==> src/rtl/sdram_seq_pkg.sv <==
package sdram_seq_pkg;

  typedef enum logic [2:0] {
    PH_IDLE = 3'd0,
    PH_TR   = 3'd1,
    PH_TRW  = 3'd2,
    PH_TC   = 3'd3,
    PH_TRWL = 3'd4,
    PH_TPC  = 3'd5
  } phase_e;

  // {cs_n, ras_n, cas_n, we_n}
  localparam logic [3:0] CMD_DESL = 4'b1111;
  localparam logic [3:0] CMD_NOP  = 4'b0111;
  localparam logic [3:0] CMD_ACTV = 4'b0011;
  localparam logic [3:0] CMD_READ = 4'b0101;
  localparam logic [3:0] CMD_WRIT = 4'b0100;

  localparam int HALF_BEATS = 4;
  localparam int LINE_BEATS = 2 * HALF_BEATS;

  // Wait counts where zero is promoted to one cycle
  function automatic int min_one(input int cfg);
    return (cfg == 0) ? 1 : cfg;
  endfunction

  // Cycles spent in the column / data phase
  function automatic int col_phase_len(input logic wr, input logic line, input int cas_lat);
    if (wr) return line ? LINE_BEATS : 1;
    return cas_lat + (line ? LINE_BEATS : HALF_BEATS);
  endfunction

endpackage

==> src/rtl/sdram_seq_cnt.sv <==
module sdram_seq_cnt #(
  parameter int W = 5
) (
  input  logic         clk,
  input  logic         rst_n,
  input  logic         clear,
  output logic [W-1:0] cnt
);
  always_ff @(posedge clk or negedge rst_n) begin
    if (!rst_n)     cnt <= '0;
    else if (clear) cnt <= '0;
    else            cnt <= cnt + 1'b1;
  end
endmodule

==> src/rtl/sdram_seq_addr.sv <==
module sdram_seq_addr #(
  parameter int COL_W  = 8,
  parameter int ROW_W  = 12,
  parameter int BANK_W = 2,
  parameter int AP_BIT = 10
) (
  input  logic [COL_W+ROW_W+BANK_W+1:0] addr,
  input  logic                          line,
  input  logic                          upper_half,
  input  logic                          auto_pre,
  output logic [ROW_W-1:0]              row,
  output logic [ROW_W-1:0]              col_word,
  output logic [BANK_W-1:0]             bank
);
  localparam int WORD_LSB = 2;
  localparam int ROW_LSB  = WORD_LSB + COL_W;
  localparam int BANK_LSB = ROW_LSB + ROW_W;

  function automatic logic [ROW_W-1:0] make_col(input logic [COL_W-1:0] c,
                                                input logic ln, input logic up,
                                                input logic ap);
    logic [ROW_W-1:0] w;
    w = '0;
    if (ln) w[COL_W-1:0] = {c[COL_W-1:3], up, 2'b00};
    else    w[COL_W-1:0] = c;
    w[AP_BIT] = ap;
    return w;
  endfunction

  logic [COL_W-1:0] col;
  assign col      = addr[ROW_LSB-1:WORD_LSB];
  assign row      = addr[BANK_LSB-1:ROW_LSB];
  assign bank     = addr[BANK_LSB+BANK_W-1:BANK_LSB];
  assign col_word = make_col(col, line, upper_half, auto_pre);
endmodule

==> src/rtl/sdram_burst_seq.sv <==
module sdram_burst_seq
  import sdram_seq_pkg::*;
#(
  parameter int COL_W   = 8,
  parameter int ROW_W   = 12,
  parameter int BANK_W  = 2,
  parameter int CFG_W   = 3,
  parameter int CAS_LAT = 3,
  parameter int DATA_W  = 32
) (
  input  logic                          clk,
  input  logic                          rst_n,
  input  logic                          req_valid,
  output logic                          req_ready,
  input  logic                          req_write,
  input  logic                          req_burst,
  input  logic [COL_W+ROW_W+BANK_W+1:0] req_addr,
  input  logic [DATA_W/8-1:0]           req_be,
  input  logic [DATA_W-1:0]             req_wdata,
  input  logic [CFG_W-1:0]              cfg_trw,
  input  logic [CFG_W-1:0]              cfg_trwl,
  input  logic [CFG_W-1:0]              cfg_tpc,
  output logic                          sd_cke,
  output logic                          sd_cs_n,
  output logic                          sd_ras_n,
  output logic                          sd_cas_n,
  output logic                          sd_we_n,
  output logic [BANK_W-1:0]             sd_bank,
  output logic [ROW_W-1:0]              sd_addr,
  output logic [DATA_W/8-1:0]           sd_dqm,
  output logic [DATA_W-1:0]             sd_dq_out,
  output logic                          sd_dq_oe,
  input  logic [DATA_W-1:0]             sd_dq_in,
  output logic [DATA_W-1:0]             rd_data,
  output logic                          rd_valid,
  output logic [2:0]                    phase_o
);
  localparam int ADDR_W = COL_W + ROW_W + BANK_W + 2;
  localparam int LANES  = DATA_W / 8;
  localparam int MAX_PH = CAS_LAT + LINE_BEATS + (1 << CFG_W);
  localparam int CNT_W  = $clog2(MAX_PH + 1);

  phase_e             phase_q, phase_nx;
  logic [CNT_W-1:0]   cnt;
  logic               wr_q, line_q;
  logic [ADDR_W-1:0]  addr_q;
  logic [LANES-1:0]   be_q;
  logic [CFG_W-1:0]   trw_q, trwl_q, tpc_q;
  logic [CNT_W-1:0]   ph_len;
  logic               ph_last;

  // named events for the checker
  logic               accept_ev;
  logic               col_ev;
  logic               upper_ev;
  logic               wbeat_ev;
  logic               rbeat_ev;

  logic [ROW_W-1:0]   row_w, col_w;
  logic [BANK_W-1:0]  bank_w;
  logic [3:0]         cmd;

  assign accept_ev = (phase_q == PH_IDLE) && req_valid;

  always_ff @(posedge clk or negedge rst_n) begin
    if (!rst_n) begin
      wr_q   <= 1'b0;
      line_q <= 1'b0;
      addr_q <= '0;
      be_q   <= '0;
      trw_q  <= '0;
      trwl_q <= '0;
      tpc_q  <= '0;
    end else if (accept_ev) begin
      wr_q   <= req_write;
      line_q <= req_burst;
      addr_q <= req_addr;
      be_q   <= req_be;
      trw_q  <= cfg_trw;
      trwl_q <= cfg_trwl;
      tpc_q  <= cfg_tpc;
    end
  end

  always_comb begin
    unique case (phase_q)
      PH_TRW:  ph_len = CNT_W'(min_one(int'(trw_q)));
      PH_TC:   ph_len = CNT_W'(col_phase_len(wr_q, line_q, CAS_LAT));
      PH_TRWL: ph_len = CNT_W'(trwl_q);
      PH_TPC:  ph_len = CNT_W'(min_one(int'(tpc_q)));
      default: ph_len = CNT_W'(1);
    endcase
  end

  assign ph_last = (cnt == ph_len - 1'b1);

  always_comb begin
    phase_nx = phase_q;
    unique case (phase_q)
      PH_IDLE: if (req_valid) phase_nx = PH_TR;
      PH_TR:   phase_nx = PH_TRW;
      PH_TRW:  if (ph_last) phase_nx = PH_TC;
      PH_TC:   if (ph_last) phase_nx = (wr_q && trwl_q != '0) ? PH_TRWL : PH_TPC;
      PH_TRWL: if (ph_last) phase_nx = PH_TPC;
      PH_TPC:  if (ph_last) phase_nx = PH_IDLE;
      default: phase_nx = PH_IDLE;
    endcase
  end

  always_ff @(posedge clk or negedge rst_n) begin
    if (!rst_n) phase_q <= PH_IDLE;
    else        phase_q <= phase_nx;
  end

  sdram_seq_cnt #(.W(CNT_W)) u_cnt (
    .clk   (clk),
    .rst_n (rst_n),
    .clear (phase_nx != phase_q),
    .cnt   (cnt)
  );

  assign upper_ev = line_q && (cnt == CNT_W'(HALF_BEATS));
  assign col_ev   = (phase_q == PH_TC) && ((cnt == '0) || upper_ev);
  assign wbeat_ev = (phase_q == PH_TC) && wr_q;
  assign rbeat_ev = (phase_q == PH_TC) && !wr_q && (cnt >= CNT_W'(CAS_LAT));

  sdram_seq_addr #(
    .COL_W (COL_W),
    .ROW_W (ROW_W),
    .BANK_W(BANK_W)
  ) u_addr (
    .addr       (addr_q),
    .line       (line_q),
    .upper_half (upper_ev),
    .auto_pre   (!line_q || upper_ev),
    .row        (row_w),
    .col_word   (col_w),
    .bank       (bank_w)
  );

  always_comb begin
    if (phase_q == PH_IDLE)    cmd = CMD_DESL;
    else if (phase_q == PH_TR) cmd = CMD_ACTV;
    else if (col_ev)           cmd = wr_q ? CMD_WRIT : CMD_READ;
    else                       cmd = CMD_NOP;
  end

  assign {sd_cs_n, sd_ras_n, sd_cas_n, sd_we_n} = cmd;
  assign sd_cke    = 1'b1;
  assign sd_bank   = (phase_q == PH_IDLE) ? '0 : bank_w;
  assign sd_addr   = (phase_q == PH_TR) ? row_w : (col_ev ? col_w : '0);
  assign sd_dqm    = (wbeat_ev && !line_q) ? ~be_q : '0;
  assign sd_dq_out = req_wdata;
  assign sd_dq_oe  = wbeat_ev;
  assign rd_data   = sd_dq_in;
  assign rd_valid  = rbeat_ev;
  assign req_ready = (phase_q == PH_IDLE);
  assign phase_o   = phase_q;

endmodule

==> config.mk <==
export PLATFORM = sky130hd
export DESIGN_NAME = sdram_burst_seq
export DESIGN_NICKNAME = d
export VERILOG_FILES = /design/src/rtl/sdram_seq_pkg.sv /design/src/rtl/sdram_seq_cnt.sv /design/src/rtl/sdram_seq_addr.sv /design/src/rtl/sdram_burst_seq.sv
export SDC_FILE = /design/constraint.sdc
export NUM_CORES = 1
export LEC_CHECK = 0
export ABC_AREA = 1
export CAP_MARGIN = 20
export CELL_PAD_IN_SITES_DETAIL_PLACEMENT = 1
export CELL_PAD_IN_SITES_GLOBAL_PLACEMENT = 1
export CORE_MARGIN = 5
export CORE_UTILIZATION = 39
export DETAILED_ROUTE_END_ITERATION = 12
export DONT_BUFFER_PORTS = 1
export HOLD_SLACK_MARGIN = 0.03
export PLACE_DENSITY = 0.74
export SYNTH_ARGS = -nofsm -noshare
export SYNTH_HDL_FRONTEND = slang
export SYNTH_SLANG_ARGS = --single-unit
==> constraint.sdc <==
create_clock -name clk -period 2 [get_ports clk]
set_input_delay 0.1 -clock clk [delete_from_list [all_inputs] [get_ports clk]]
set_output_delay 0.1 -clock clk [all_outputs]
set_load 0.05 [all_outputs]
Word level (Yosys, flattened, before mapping)
Cells that the tools add are included.
W data, S select, Z words.
{"block": "op_classes", "n_bitwise": 1, "magnitude_cmp": 1, "n_eq_ne": 8, "reduce_logical": 17, "mux": 26, "addsub": 3}
{"cell": "$mux W3", "n": 9}
{"cell": "$mux W4", "n": 5}
{"cell": "$pmux W5 S4", "n": 1}
{"cell": "$pmux W3 S6", "n": 1}
{"cell": "$mux W12", "n": 1}
{"cell": "$mux W11", "n": 1}
{"cell": "$mux W5", "n": 2}
{"cell": "$logic_not A3 Y1", "n": 3}
{"cell": "$logic_and A1 B1 Y1", "n": 8}
{"cell": "$eq A3 B2 Y1 const B", "n": 2}
{"cell": "$eq A3 B3 Y1 const B", "n": 2}
{"cell": "$add A2 B4 Y5 const A", "n": 1}
{"cell": "$add A5 B1 Y5 const B", "n": 1}
{"cell": "$eq A5 B3 Y1 const B", "n": 1}
{"cell": "$eq A5 B5 Y1", "n": 1}
{"cell": "$ge A5 B2 Y1 const B", "n": 1}
{"cell": "$logic_not A5 Y1", "n": 1}
{"cell": "$sub A5 B1 Y5 const B", "n": 1}
{"cell": "$mux W1", "n": 4}
{"cell": "$mux W2", "n": 2}
{"cell": "$not A4 Y4", "n": 1}
{"cell": "$eq A3 B1 Y1 const B", "n": 1}
{"cell": "$ne A3 B3 Y1", "n": 1}
{"cell": "$reduce_bool A3 Y1", "n": 1}
{"cell": "2 further kinds", "n": 4}
{"block": "totals", "register_bits": 47, "in_bits": 106, "elab_cells": 65}

Logic depth before layout (Yosys ltp)
Gate-level depths: netlist of run 1.
{"block": "depth", "depth_word": 10, "ltp_mapped": 22, "ltp_nobuf": 21}

Cells and area by module
A second synthesis of run 1 with hierarchy kept.
{"block": "unflattened", "hier_cells": 354, "area_unflattened_um2": 3169.3}
{"mod": "sdram_burst_seq", "cells_per_inst": 298, "instances": 1, "area_per_inst_um2": 2752.6}
{"mod": "sdram_seq_cnt", "cells_per_inst": 24, "instances": 1, "area_per_inst_um2": 210.2}
{"mod": "sdram_seq_addr", "cells_per_inst": 32, "instances": 1, "area_per_inst_um2": 206.4}

Worst setup path after synthesis of run 1
OpenSTA, ideal clock, no wires.
{"block": "synth_path", "path_kind": "flip-flop to flip-flop", "from": "register phase_q[2], in the netlist phase_o[2]", "to": "register addr_q[2]", "required_time_ns": 1.875, "arrival_ns": 3.185, "path_buffers": 2, "setup_ns": 0.125, "slack_ns": -1.310, "stages_incl_launch_ff": 6, "synth_period_minus_slack_ns": 3.310, "path_cell_list": "dfrtp_1 > buf_6 > nor3_1 > nand2_1 > buf_2 > mux2_2"}
{"block": "synth_via", "elab_chain_cells": 2}
{"element": "from (decl)", "line": "sdram_burst_seq.sv:43", "rtl": "phase_e phase_q, phase_nx;"}
{"element": "from (signal assigned)", "line": "sdram_burst_seq.sv:112", "rtl": "else phase_q <= phase_nx;"}
{"element": "$logic_not A3 Y1"}
{"element": "named net req_ready", "line": "sdram_burst_seq.sv:14", "rtl": "output logic req_ready,"}
{"element": "$logic_and A1 B1 Y1", "line": "sdram_burst_seq.sv:63", "rtl": "assign accept_ev = (phase_q == PH_IDLE) && req_valid;"}
{"element": "to (signal assigned)", "line": "sdram_burst_seq.sv:77", "rtl": "addr_q <= req_addr;"}
{"element": "to (decl)", "line": "sdram_burst_seq.sv:46", "rtl": "logic [ADDR_W-1:0] addr_q;"}
The timed path passes the listed nets, and every way through them passes these cells.
A chain may end at the register's enable or synchronous reset.

Worst setup path in the final report of run 1
{"block": "layout_path", "from": "register phase_q[2], in the netlist phase_o[2]", "to": "register u_cnt.cnt[4]"}
{"block": "layout_via", "elab_chain_cells": 8}
{"element": "$eq A3 B3 Y1 or $eq A3 B2 Y1 (tied branches)", "line": "sdram_burst_seq.sv:86, sdram_burst_seq.sv:99"}
{"element": "$pmux W5 S4", "line": "sdram_burst_seq.sv:86", "rtl": "unique case (phase_q)"}
{"element": "$sub A5 B1 Y5", "line": "sdram_burst_seq.sv:95", "rtl": "assign ph_last = (cnt == ph_len - 1'b1);"}
{"element": "$eq A5 B5 Y1", "line": "sdram_burst_seq.sv:95"}
{"element": "$mux W3, on equally long branches"}
{"element": "$pmux W3 S6 *", "line": "sdram_burst_seq.sv:99", "rtl": "unique case (phase_q)"}
{"element": "named net phase_nx[0]", "line": "sdram_burst_seq.sv:43"}
{"element": "$ne A3 B3 Y1 *", "line": "sdram_burst_seq.sv:118", "rtl": ".clear (phase_nx != phase_q),"}
{"element": "$mux W5 *", "line": "sdram_seq_cnt.sv:11", "rtl": "else if (clear) cnt <= '0;"}
{"element": "to (signal assigned)", "line": "sdram_seq_cnt.sv:12", "rtl": "else cnt <= cnt + 1'b1;"}
{"element": "to (decl)", "line": "sdram_seq_cnt.sv:7", "rtl": "output logic [W-1:0] cnt"}
Mark *: on every way through the listed nets, which the timed path passes. The rest lies on a longest branch.

==> summary.txt, run 1 <==
Drt
  • DRC viols: 0
  • Drt pass-1 iters: 4
  • Via density: roughly 5.0
  • Final wirelength: around 9.8 mm
  • Routed WL per cell: around 20 um
  • Via count: about 2400
  • Post-route ant nets: 0
  • Iteration-0 DRC count of the detailed router: 70

Yosys
  • Syn Nets: approximately 450
  • Post-Synth XOR/XNOR Area: 0.0181
  • Simple-Gate Fraction of Synth Area: 0.189
  • Seq cells post-synth: 45
  • Synth Instances: ~340
  • Netlist Area Pre-Place: roughly 0.0029 mm^2
  • Syn avg cell area: approximately 8.6 um^2
  • Largest family of logic cells by synthesized area: buffers and inverters
  • Sequential fraction of the synthesis area: 0.388
  • Cell variety after synth: 33
  • Synth Area in Adders: 0.0129
  • Multiplexer area fraction after synthesis: 0.0775
  • Synth Area in Compound Gates: 0.0728
  • Synthesis Warnings: 0

Clocking
  • Bufs on Longest Clock Path: 2
  • Clock root buffer: clkbuf_8
  • H-tree lvl count: 2
  • Clock-pin slew on the worst setup and hold paths: approximately 0.09 ns
  • Sink Count: 45
  • Cts bufs inserted: 5
  • CTS tree: yes
  • Worst-skew pair later-pin latency: around 0.32 ns

Die
  • Row cnt: 31
  • Die area: 0.00928 mm^2
  • Die H: 96.3 um
  • Core footprint: between 0.007 and 0.008 mm^2
  • DIE WIDTH: a little under 100 um
  • Starting density of the core: 0.401
  • Io pins: between 150 and 200

Hold path
  • Worst hold path depth: 2
  • Worst Hold Launch: req_valid
  • Worst Hold End: trwl_q[2]
  • Tightest Hold Check Type: in2reg

Timing
  • Max-slew violation count: 0
  • Final Setup Violations: 25
  • RSZ-0062 raised after global routing: yes
  • Final hold slack: roughly 0.074 ns
  • Period utilization: 1.30
  • Endpoints failing hold: 0
  • Final worst slack: -0.609 ns
  • Min Clock Period, post-route: approximately 2.6 ns
  • Worst Clk Skew: 0.00998 ns
  • Max Freq: 383 MHz

Final layout
  • Final instance area: ~0.004 mm^2
  • Commonest non-fill, non-tap cell in the layout: buf_4
  • N_diodes: 0
  • Nets@finish: 491
  • Finished Core Util: 0.549
  • Most frequent cells in the layout: 56 x buf_4, 42 x dfrtp_1, 38 x dlygate4sd3_1
  • Share of cells above drive strength 1: 0.441
  • Post-Layout Cell Count: a little under 500
  • Layout area overhead: 37.0%

Placement
  • Dpl cells: between 400 and 500
  • GPL Wtd Cong: about 0.83
  • Post-DP HPWL: approximately 5.5 mm
  • Setup WS pre-CTS: -0.439 ns
  • Cell Area, Placed: ~0.0031 mm^2
  • IO Port Bufs: 0

GRT
  • Total grt overflow: 0
  • Number of global-route vias before repair: approximately 2700
  • All-Layer GR Usage: 0.203
  • First-pass GRT wire length: between 10 and 15 mm
  • Initial antenna violation count: 0
  • Largest net degree at the start of global routing: a little under 50

Setup path
  • R2r endpoint: u_cnt.cnt[4]
  • FF-to-FF path depth: 20
  • Crit-path max FO: 5
  • Critical path required time: 2.25 ns
  • Crit path kind: reg2reg
  • Worst reg2reg setup slack: -0.61 ns
  • Worst r2r src: phase_o[2]
  • Crit path DAT: between 2 and 3 ns
  • Startpoint types: register
  • Worst Setup End Kind: register

Power
  • Max IR drop VDD: roughly 0.00095 V
  • Cell Pwr Density: about 2100 mW/mm^2
  • Leakage: 1.81 nW

Outcome
  • Failing checks: negative setup slack
  • Run status: finished, violations left

Run
  • Maxcap violations: 0
final cells by class:
cell class	instances	area [um^2]
fill	804	3270
multi-input combinational	183	1360
sequential	45	1130
timing repair buffer	111	1080
inverter	36	150
tap	99	124
clock buffer	5	68.8
clock inverter	3	65.1
how the worst max path moves through the flow:
stage	start	endpoint	slack, ns
after floorplan	phase_o[2]	u_cnt.cnt[0]	-0.37
after global placement	phase_o[1]	u_cnt.cnt[0]	-0.37
after detailed placement	phase_o[1]	u_cnt.cnt[2]	-0.44
after CTS	phase_o[0]	u_cnt.cnt[0]	-0.40
after global routing	phase_o[2]	u_cnt.cnt[4]	-0.76
final	phase_o[2]	u_cnt.cnt[4]	-0.61
metrics by stage:
stage               power (W)  TNS (ns)
detailed placement    0.00626     -2.61
global placement      0.00610     -2.36
global route          0.00886     -9.77
finish                0.00841     -7.08
floorplan             0.00527     -3.86
CTS                   0.00741     -4.80
synth_stat cells, drive strengths merged:
library cell	n	area share
or2	1	0.0022
xor2	4	0.012
ha	3	0.013
o211ai	1	0.0026
o22ai	1	0.0022
nand3b	1	0.0026
buf	72	0.19
o311ai	1	0.0030
a31oi	1	0.0022
xnor2	2	0.0060
nand3	16	0.034
a21oi	19	0.033
conb	1	0.0013
inv	36	0.049
nor2	50	0.078
nand2	38	0.055
nor3	4	0.0069
o21bai	2	0.0065
mux2	20	0.078
o21ai	13	0.024
dfrtp	45	0.39
clkbuf	3	0.0039
nand4	5	0.011
state kept, by name (all words and copies together), names as in the netlist:
name and flops:
be_q 4, trw_q 3, trwl_q 3, line_q 1, tpc_q 3, phase_o 3, u_cnt.cnt 5, addr_q 22
wr_q 1
critical path: stages, from the launching register on:
cell and delay [ns]:
dfrtp_2 0.49, clkinv_4 0.10, nand2_1 0.10, nand2_2 0.14, nand3_4 0.10, nor2_4 0.16
ha_4 0.18, nand2_2 0.07, inv_2 0.07, nand3_2 0.06, nand2_1 0.06, nand2_1 0.06
inv_2 0.06, nand3_4 0.10, o21bai_4 0.19, nand2_2 0.08, nor2_2 0.11, nand2_2 0.09
nand2_4 0.11, nand2_8 0.08, nor2_1 0.12
cell families (layout without fill, tap and decap cells):
kind of cell | Yosys count | in the layout
buf+inv | 111 | 155
other cells | 1 | 1
xor+xnor | 6 | 6
flops | 45 | 45
fa+ha+maj | 3 | 3
compound gates | 38 | 38
simple gates | 115 | 115
mux | 20 | 20
repair_timing:
| action | 4_1_cts | 5_1_grt |
|---|---|---|
| hold endpoints to repair | 82 | 0 |
| setup buffers | 7 | 9 |
| resized for setup | 13 | 34 |
| setup endpoints to repair | 25 | 38 |
| hold buffers | 39 | 0 |
| pin swaps | 14 | 15 |
per-layer routing:
| metal | share of wire | GRT usage |
|---|---|---|
| met3 | 0.052 | 0.0571 |
| met1 | 0.39 | 0.232 |
| met4 | 0.025 | 0.0748 |
| met5 | 0 | 0 |
| met2 | 0.54 | 0.359 |
where the power goes:
group	switching [W]	leakage [nW]	internal [W]
Clock	0.000348	0.0681	0.000497
Combinational	0.00346	1.23	0.00237
Sequential	0.000376	0.520	0.00135
Note: power is estimated with default switching activity, not from simulation.
==> run 2: changes to the inputs <==
--- a/config.mk
+++ b/config.mk
@@ -9,7 +9,7 @@
 export CAP_MARGIN = 20
 export CELL_PAD_IN_SITES_DETAIL_PLACEMENT = 1
 export CELL_PAD_IN_SITES_GLOBAL_PLACEMENT = 1
-export CORE_MARGIN = 5
+export CORE_MARGIN = 3
 export CORE_UTILIZATION = 39
 export DETAILED_ROUTE_END_ITERATION = 12
 export DONT_BUFFER_PORTS = 1
==> constraint.sdc (replaced) <==
create_clock -name clk -period 2.22 [get_ports clk]
set_input_delay 0.111 -clock clk [delete_from_list [all_inputs] [get_ports clk]]
set_output_delay 0.111 -clock clk [all_outputs]
set_load 0.05 [all_outputs]
==> run 2 against run 1 <==
  * The run still ends with negative setup slack left
  * Fmax is 6.9% higher
  * Critical path depth shrank 2
  * Worst setup slack improved by 0.39 ns
  * Power decreased by 21%
  * First-iteration DRC count is 7.1% lower
  * Hold slack gained 0.15 ns
  * Register-to-register slack improved by 0.39 ns
  * Flip-flop and latch count unchanged
  * Die area fell by 8.1%
  * Clock power decreased by 34%
  * Sequential power down 12%
  * Clock skew grew 0.00098 ns
==> summary.txt, run 2 (same netlist as run 1, synthesis figures left out) <==
Final layout
  • Largest Register: addr_q
  • Nets@finish: 481 (-2.0%)
  • Fillcell total: 790 (-1.7%)
  • Largest regs: addr_q: 22 flops, u_cnt.cnt: 5 flops, be_q: 4 flops
  • Commonest non-fill, non-tap cell in the layout: buf_4
  • Sequential Area: 0.00113 mm^2 (unchanged)
  • Layout area overhead: 28.3%
  • Largest register FFs: 22 (unchanged)
  • Share of cells above drive strength 1: 0.405 (-0.0364)
  • N_diodes: 0 (unchanged)
  • Most frequent cells in the layout: 49 x buf_4, 42 x dfrtp_1, 38 x dlygate4sd3_1
  • Area of the multi-input gates: 0.00126 mm^2 (-7.3%)

Setup path
  • FF-to-FF path depth: 18 (-10%)
  • Slowest cell on the critical path: dfrtp_2
  • Worst path depth: 18 (-10%)
  • Worst r2r src: phase_o[1]
  • Most used cell, CP: nand2_2
  • Family with the most delay on the worst path: simple AND/OR/NAND/NOR gates
  • Worst reg2reg setup slack: -0.22 ns (+0.39 ns)
  • Worst Setup End Kind: register
  • Critical-path cell list: buf_6 -> inv_6 -> nand2_4 -> nor2_4 -> o21ai_2 -> nand2_2 -> nor2_4 -> ha_4 -> xor2_2 -> a21oi_2 -> nand3_4 -> nor2_4 -> nand2_2 -> nand3b_1 -> nand2_2 -> nand2_2 -> nand2_4 -> nor2_1
  • Crit-path max FO: 5 (unchanged)
  • Critical path buffer and inverter count: 2 (-1)
  • R2r endpoint: u_cnt.cnt[2]
  • Startpoint types: register
  • Crit path kind: reg2reg
  • Crit path largest cell delay: 0.44 ns (-0.05 ns)
  • Critical path required time: 2.46 ns (+0.21 ns)
  • Crit path DAT: 2.68 ns (-0.18 ns)

GRT
  • Met2 GRT Util: 0.345 (-0.0138)
  • Gr busiest metal: met2
  • Met3 Track Usage GR: 0.0650 (+0.00791)
  • Initial antenna violation count: 0 (unchanged)
  • Number of global-route vias before repair: 2743 (+2.0%)
  • Total grt overflow: 0 (unchanged)
  • First-pass GRT wire length: 13.1 mm (-7.8%)
  • Met1 Usage GRT: 0.204 (-0.0285)
  • Largest net degree at the start of global routing: 49 (unchanged)
  • All-Layer GR Usage: 0.191 (-0.0117)

Die
  • Die H: 92.3 um (-4.2%)
  • Row cnt: 30 (-3.2%)
  • Die area: 0.00852 mm^2 (-8.1%)
  • DIE WIDTH: 92.3 um (-4.2%)
  • Io pins: 199 (unchanged)
  • Core footprint: 0.00702 mm^2 (-3.2%)
  • Starting density of the core: 0.414 (+0.0134)

Placement
  • Post-DP HPWL: 5.14 mm (-5.9%)
  • Setup WS pre-CTS: -0.184 ns (+0.255 ns)
  • GPL Wtd Cong: 0.812 (-2.2%)
  • IO Port Bufs: 0 (unchanged)

Clocking
  • Clock root buffer: clkbuf_8
  • Bufs on Longest Clock Path: 2 (unchanged)
  • Cts bufs inserted: 5 (unchanged)
  • CTS tree: yes
  • H-tree lvl count: 2 (unchanged)
  • Clock-pin slew on the worst setup and hold paths: 0.09 ns (about the same)
  • Sink Count: 45 (unchanged)
  • Worst-skew pair later-pin latency: 0.31 ns (about the same)

Run
  • Maxcap violations: 0 (unchanged)

Drt
  • Post-route ant nets: 0 (unchanged)
  • Drt pass-1 iters: 6 (+2)
  • Via count: 2341 (-3.3%)
  • Iteration-0 DRC count of the detailed router: 65 (-7.1%)
  • Routed WL per cell: 17.8 um (-13%)
  • DRC viols: 0 (unchanged)
  • Via density: 4.99 (-0.62%)
  • Final wirelength: 8.36 mm (-15%)

Power
  • Total Power: 0.00661 W (-21%)
  • Cell Pwr Density: 1770 mW/mm^2 (-16%)
  • Max IR drop VDD: 0.000967 V (+1.8%)
  • Leakage: 1.72 nW (-5.3%)

Timing
  • Endpoints failing hold: 0 (unchanged)
  • Final worst slack: -0.222 ns (+0.387 ns)
  • RSZ-0062 raised after global routing: yes
  • Max-slew violation count: 0 (unchanged)
  • Final Setup Violations: 7 (-72%)
  • Worst Clk Skew: 0.0110 ns (+0.000976 ns)
  • Period utilization: 1.10 (-0.205)
  • Max Freq: 410 MHz (+6.9%)
  • Min Clock Period, post-route: 2.44 ns (-0.167 ns)

Hold path
  • Tightest Hold Check Type: in2out
  • Worst hold path depth: 0 (-2)
  • Worst Hold End: rd_data[5]
  • Worst Hold Launch: sd_dq_in[5]

Outcome
  • Failing checks: negative setup slack
  • Run status: finished, violations left
run 2: worst reg2reg max path, cell delays in order, from the launching register on:
cell,delay [ns]
dfrtp_2,0.44
buf_6,0.13
inv_6,0.06
nand2_4,0.06
nor2_4,0.12
o21ai_2,0.06
nand2_2,0.10
nor2_4,0.05
ha_4,0.16
xor2_2,0.18
a21oi_2,0.18
nand3_4,0.14
nor2_4,0.20
nand2_2,0.07
nand3b_1,0.11
nand2_2,0.08
nand2_2,0.08
nand2_4,0.08
nor2_1,0.09
run 2: report_power, final:
group	internal (W)	total, W	switching [W]
clock	0.000230	0.000553	0.000323
combinational	0.00178	0.00453	0.00275
sequential	0.00122	0.00153	0.000311
total	0.00323	0.00661	0.00338
run 2: metal layers:
layer | up-vias | part of all wire | wire, um
li1 | 1074 | - | -
met1 | 1155 | 0.38 | 3170
met2 | 92 | 0.54 | 4550
met3 | 20 | 0.059 | 492
met4 | 0 | 0.017 | 144
met5 | - | 0 | 0
run 2: cell type report:
class	count	area share
Clock inverter	3	0.00672
Tap cell	96	0.0322
Timing Repair Buffer	101	0.260
Inverter	36	0.0403
Sequential cell	45	0.303
Clock buffer	5	0.0185
Multi-Input combinational cell	183	0.339
run 2: how the worst max path moves through the flow:
stage | startpoint | endpoint
6_report | phase_o[1] | u_cnt.cnt[2]
5_1_grt | phase_o[1] | u_cnt.cnt[0]
4_1_cts | phase_o[1] | u_cnt.cnt[3]
3_5_place_dp | phase_o[1] | u_cnt.cnt[0]
3_3_place_gp | phase_o[1] | u_cnt.cnt[2]
2_1_floorplan | phase_o[2] | u_cnt.cnt[0]
run 2: repair_timing:
item / CTS / global route
hold buffers: 39 / 0
endpoints found under the hold margin: 82 / 0
gates resized for setup: 12 / 16
setup endpoints to repair: 8 / 16
buffers inserted: 8 / 6
gates cloned: 0 / 0
pin swaps: 10 / 7
run 2: stage by stage:
step	instances	hold WS (ns)	utilization	TNS, ns	instance area [um^2]
finish	469	0.222	0.531	-1.25	3730
global route	469	0.222	0.531	-2.48	3730
CTS	463	0.191	0.516	-0.678	3620
detailed placement	408	-0.183	0.429	-0.921	3010
global placement	408	-0.183	0.429	-0.676	3010
floorplan	339	-0.185	-	-0.861	3030
==> run 3: changes to the inputs <==
--- a/config.mk
+++ b/config.mk
@@ -10,11 +10,12 @@
 export CELL_PAD_IN_SITES_DETAIL_PLACEMENT = 1
 export CELL_PAD_IN_SITES_GLOBAL_PLACEMENT = 1
 export CORE_MARGIN = 3
-export CORE_UTILIZATION = 39
+export CORE_UTILIZATION = 28
 export DETAILED_ROUTE_END_ITERATION = 12
 export DONT_BUFFER_PORTS = 1
 export HOLD_SLACK_MARGIN = 0.03
-export PLACE_DENSITY = 0.74
+export PLACE_DENSITY = 0.56
+export REMOVE_ABC_BUFFERS = 1
 export SYNTH_ARGS = -nofsm -noshare
 export SYNTH_HDL_FRONTEND = slang
 export SYNTH_SLANG_ARGS = --single-unit
==> run 3 against run 2 <==
  * The run still ends with negative setup slack left
  * Flip-flop and latch count is the same
  * Hold slack about the same
  * Clock skew down 0.0082 ns
  * First-iteration DRC count rose by 14%
  * Largest cell class unchanged
==> summary.txt, run 3 (same netlist as run 1, synthesis figures left out) <==
Outcome
  • Run status: finished, violations left
  • Failing checks: negative setup slack

Timing
  • Endpoints failing hold: 0 (unchanged)
  • Max-slew violation count: 0 (unchanged)
  • Min Clock Period, post-route: 2.41 ns (-0.0358 ns)
  • Period utilization: 1.08 (-0.0161)
  • Max Freq: 416 MHz (+1.5%)
  • RSZ-0062 raised after global routing: yes
  • Final worst slack: -0.186 ns (+0.0358 ns)
  • Worst Clk Skew: 0.00280 ns (-0.00816 ns)
  • Final Setup Violations: 6 (-1)

Final layout
  • Nets@finish: 493 (+2.5%)
  • Share of cells above drive strength 1: 0.396 (-0.00899)
  • Largest Register: addr_q
  • Largest regs: addr_q: 22 flops, u_cnt.cnt: 5 flops, be_q: 4 flops
  • Commonest non-fill, non-tap cell in the layout: buf_4
  • Finished Core Util: 0.382 (-0.149)
  • Post-Layout Cell Count: 517 (+10%)
  • N_diodes: 0 (unchanged)
  • Most frequent cells in the layout: 63 x buf_4, 42 x dfrtp_1, 38 x dlygate4sd3_1
  • Largest register FFs: 22 (unchanged)
  • Layout area overhead: 30.1%

Drt
  • Iteration-0 DRC count of the detailed router: 74 (+14%)
  • Drt pass-1 iters: 4 (-2)
  • Top layer in use: met5
  • Final wirelength: 12.6 mm (+51%)
  • DRC viols: 0 (unchanged)
  • M1 WL: 4.34 mm (+37%)
  • Via density: 4.67 (-6.5%)
  • Routed WL per cell: 24.4 um (+37%)
  • WL met3: 2.78 mm (+470%)
  • Met2 wire length: 5.29 mm (+16%)
  • Post-route ant nets: 0 (unchanged)
  • Via count: 2414 (+3.1%)

Placement
  • IO Port Bufs: 0 (unchanged)
  • Post-DP HPWL: 9.90 mm (+93%)
  • GPL Wtd Cong: 0.785 (-3.3%)
  • Setup WS pre-CTS: -0.268 ns (-0.0847 ns)
  • Dpl cells: 454 (+11%)

Setup path
  • Crit path kind: reg2reg
  • Critical Path Sink: u_cnt.cnt[0]
  • Worst r2r src: phase_o[0]
  • R2r endpoint: u_cnt.cnt[0]
  • Crit-path max FO: 5 (unchanged)
  • Worst reg2reg setup slack: -0.19 ns (+0.04 ns)
  • Crit path DAT: 2.64 ns (-0.04 ns)
  • CP startpoint: phase_o[0]
  • Startpoint types: register
  • FF-to-FF path depth: 16 (-2)
  • Critical path required time: 2.45 ns (about the same)
  • Worst Setup End Kind: register

Die
  • Die H: 108 um (+17%)
  • Die area: 0.0116 mm^2 (+37%)
  • Core footprint: 0.00991 mm^2 (+41%)
  • Io pins: 199 (unchanged)
  • Row cnt: 36 (+20%)
  • Starting density of the core: 0.293 (-0.121)
  • DIE WIDTH: 108 um (+17%)

Power
  • Sw Ratio: 0.487 (-0.0241)
  • Logic pwr share: 0.697 (+0.012)
  • Sequential share of power: 0.224 (-0.007)
  • Cell Pwr Density: 1760 mW/mm^2 (-1.0%)
  • Switch Pwr: 0.00324 W (-4.3%)
  • Clock group share of total power: 0.079 (-0.005)
  • Internal Power: 0.00340 W (+5.4%)
  • Leakage: 1.76 nW (+2.1%)
  • Max IR drop VDD: 0.000535 V (-45%)

GRT
  • Initial antenna violation count: 0 (unchanged)
  • Number of global-route vias before repair: 2663 (-2.9%)
  • Largest net degree at the start of global routing: 46 (-6.1%)
  • First-pass GRT wire length: 18.1 mm (+38%)
  • Total grt overflow: 0 (unchanged)
  • All-Layer GR Usage: 0.219 (+0.0274)

Clocking
  • H-tree lvl count: 2 (unchanged)
  • Clock-pin slew on the worst setup and hold paths: 0.08 ns (about the same)
  • Clock root buffer: clkbuf_8
  • CTS tree: yes
  • Worst-skew pair later-pin latency: 0.30 ns (about the same)
  • Bufs on Longest Clock Path: 2 (unchanged)
  • Cts bufs inserted: 5 (unchanged)
  • Sink Count: 45 (unchanged)

Run
  • Maxcap violations: 0 (unchanged)

Hold path
  • Tightest Hold Check Type: in2out
==> run 3: cell types whose count changed in the layout (fill, tap and decap cells not counted), sizes merged <==
| cell | previous run | this run |
|---|---|---|
| inv | 38 | 36 |
| clkbuf | 6 | 7 |
| clkinvlp | 1 | 0 |
| buf | 62 | 75 |
==> run 3: per-layer routing <==
layer | vias to the layer above | global-route usage
met5 | - | 0.0476
met4 | 2 | 0.0370
met1 | 1176 | 0.227
met3 | 8 | 0.230
li1 | 1096 | -
met2 | 132 | 0.307
==> run 3: cell type report <==
cell class	instances	area [um^2]
fill	1172	6130
multi-input combinational	183	1230
sequential	45	1130
timing repair buffer	113	1020
tap	133	166
inverter	36	143
clock buffer	7	86.3
==> run 3: stage by stage <==
stage | instance area [um^2] | power [W] | hold slack [ns] | TNS [ns]
floorplan | 2350 | 0.00384 | -0.185 | -154.47
global placement | 2980 | 0.00512 | -0.182 | -0.906
finish | 3780 | 0.00664 | 0.222 | -0.944
CTS | 3690 | 0.00646 | 0.222 | -0.842
detailed placement | 2980 | 0.00521 | -0.182 | -1.35
global route | 3780 | 0.00715 | 0.222 | -1.97
==> run 3: power by group through the flow <==
stage	registers (W)	logic (W)	clock network [W]
final	0.00149	0.00463	0.000524
after global routing	0.00155	0.00502	0.000584
after CTS	0.00148	0.00443	0.000548
after detailed placement	0.00148	0.00372	0
after global placement	0.00147	0.00365	0
after floorplan	0.00156	0.00228	0
==> run 3: repair_timing <==
item | CTS | global route
buffers inserted | 12 | 4
gates cloned | 0 | 1
hold buffers | 39 | 0
endpoints found under the hold margin | 82 | 0
resized for setup | 29 | 17
setup endpoints to repair | 7 | 17
pin swaps | 14 | 15
==> run 3: worst min-delay path by stage <==
stage / endpoint / slack [ns] / cells past startpoint / startpoint
6_report: rd_data[8] / 0.22 / 0 / sd_dq_in[8]
5_1_grt: rd_data[8] / 0.22 / 0 / sd_dq_in[8]
4_1_cts: rd_data[8] / 0.22 / 0 / sd_dq_in[8]
3_5_place_dp: tpc_q[2] / -0.18 / 0 / rst_n
3_3_place_gp: tpc_q[1] / -0.18 / 0 / rst_n
2_1_floorplan: addr_q[10] / -0.18 / 0 / rst_n
==> run 3: critical path, stage by stage, from the launching register on <==
cell and delay, ns:
dfrtp_2 0.46, buf_6 0.14, nor2_4 0.14, nand3_2 0.09
nand2_2 0.10, nor2_4 0.05, ha_4 0.17, xor2_2 0.18
a21oi_2 0.19, nand3_4 0.14, o21bai_4 0.16, nand2_1 0.07
nor2_2 0.11, nand2_2 0.07, nand2_2 0.08, nand2_4 0.08
nor2_1 0.11
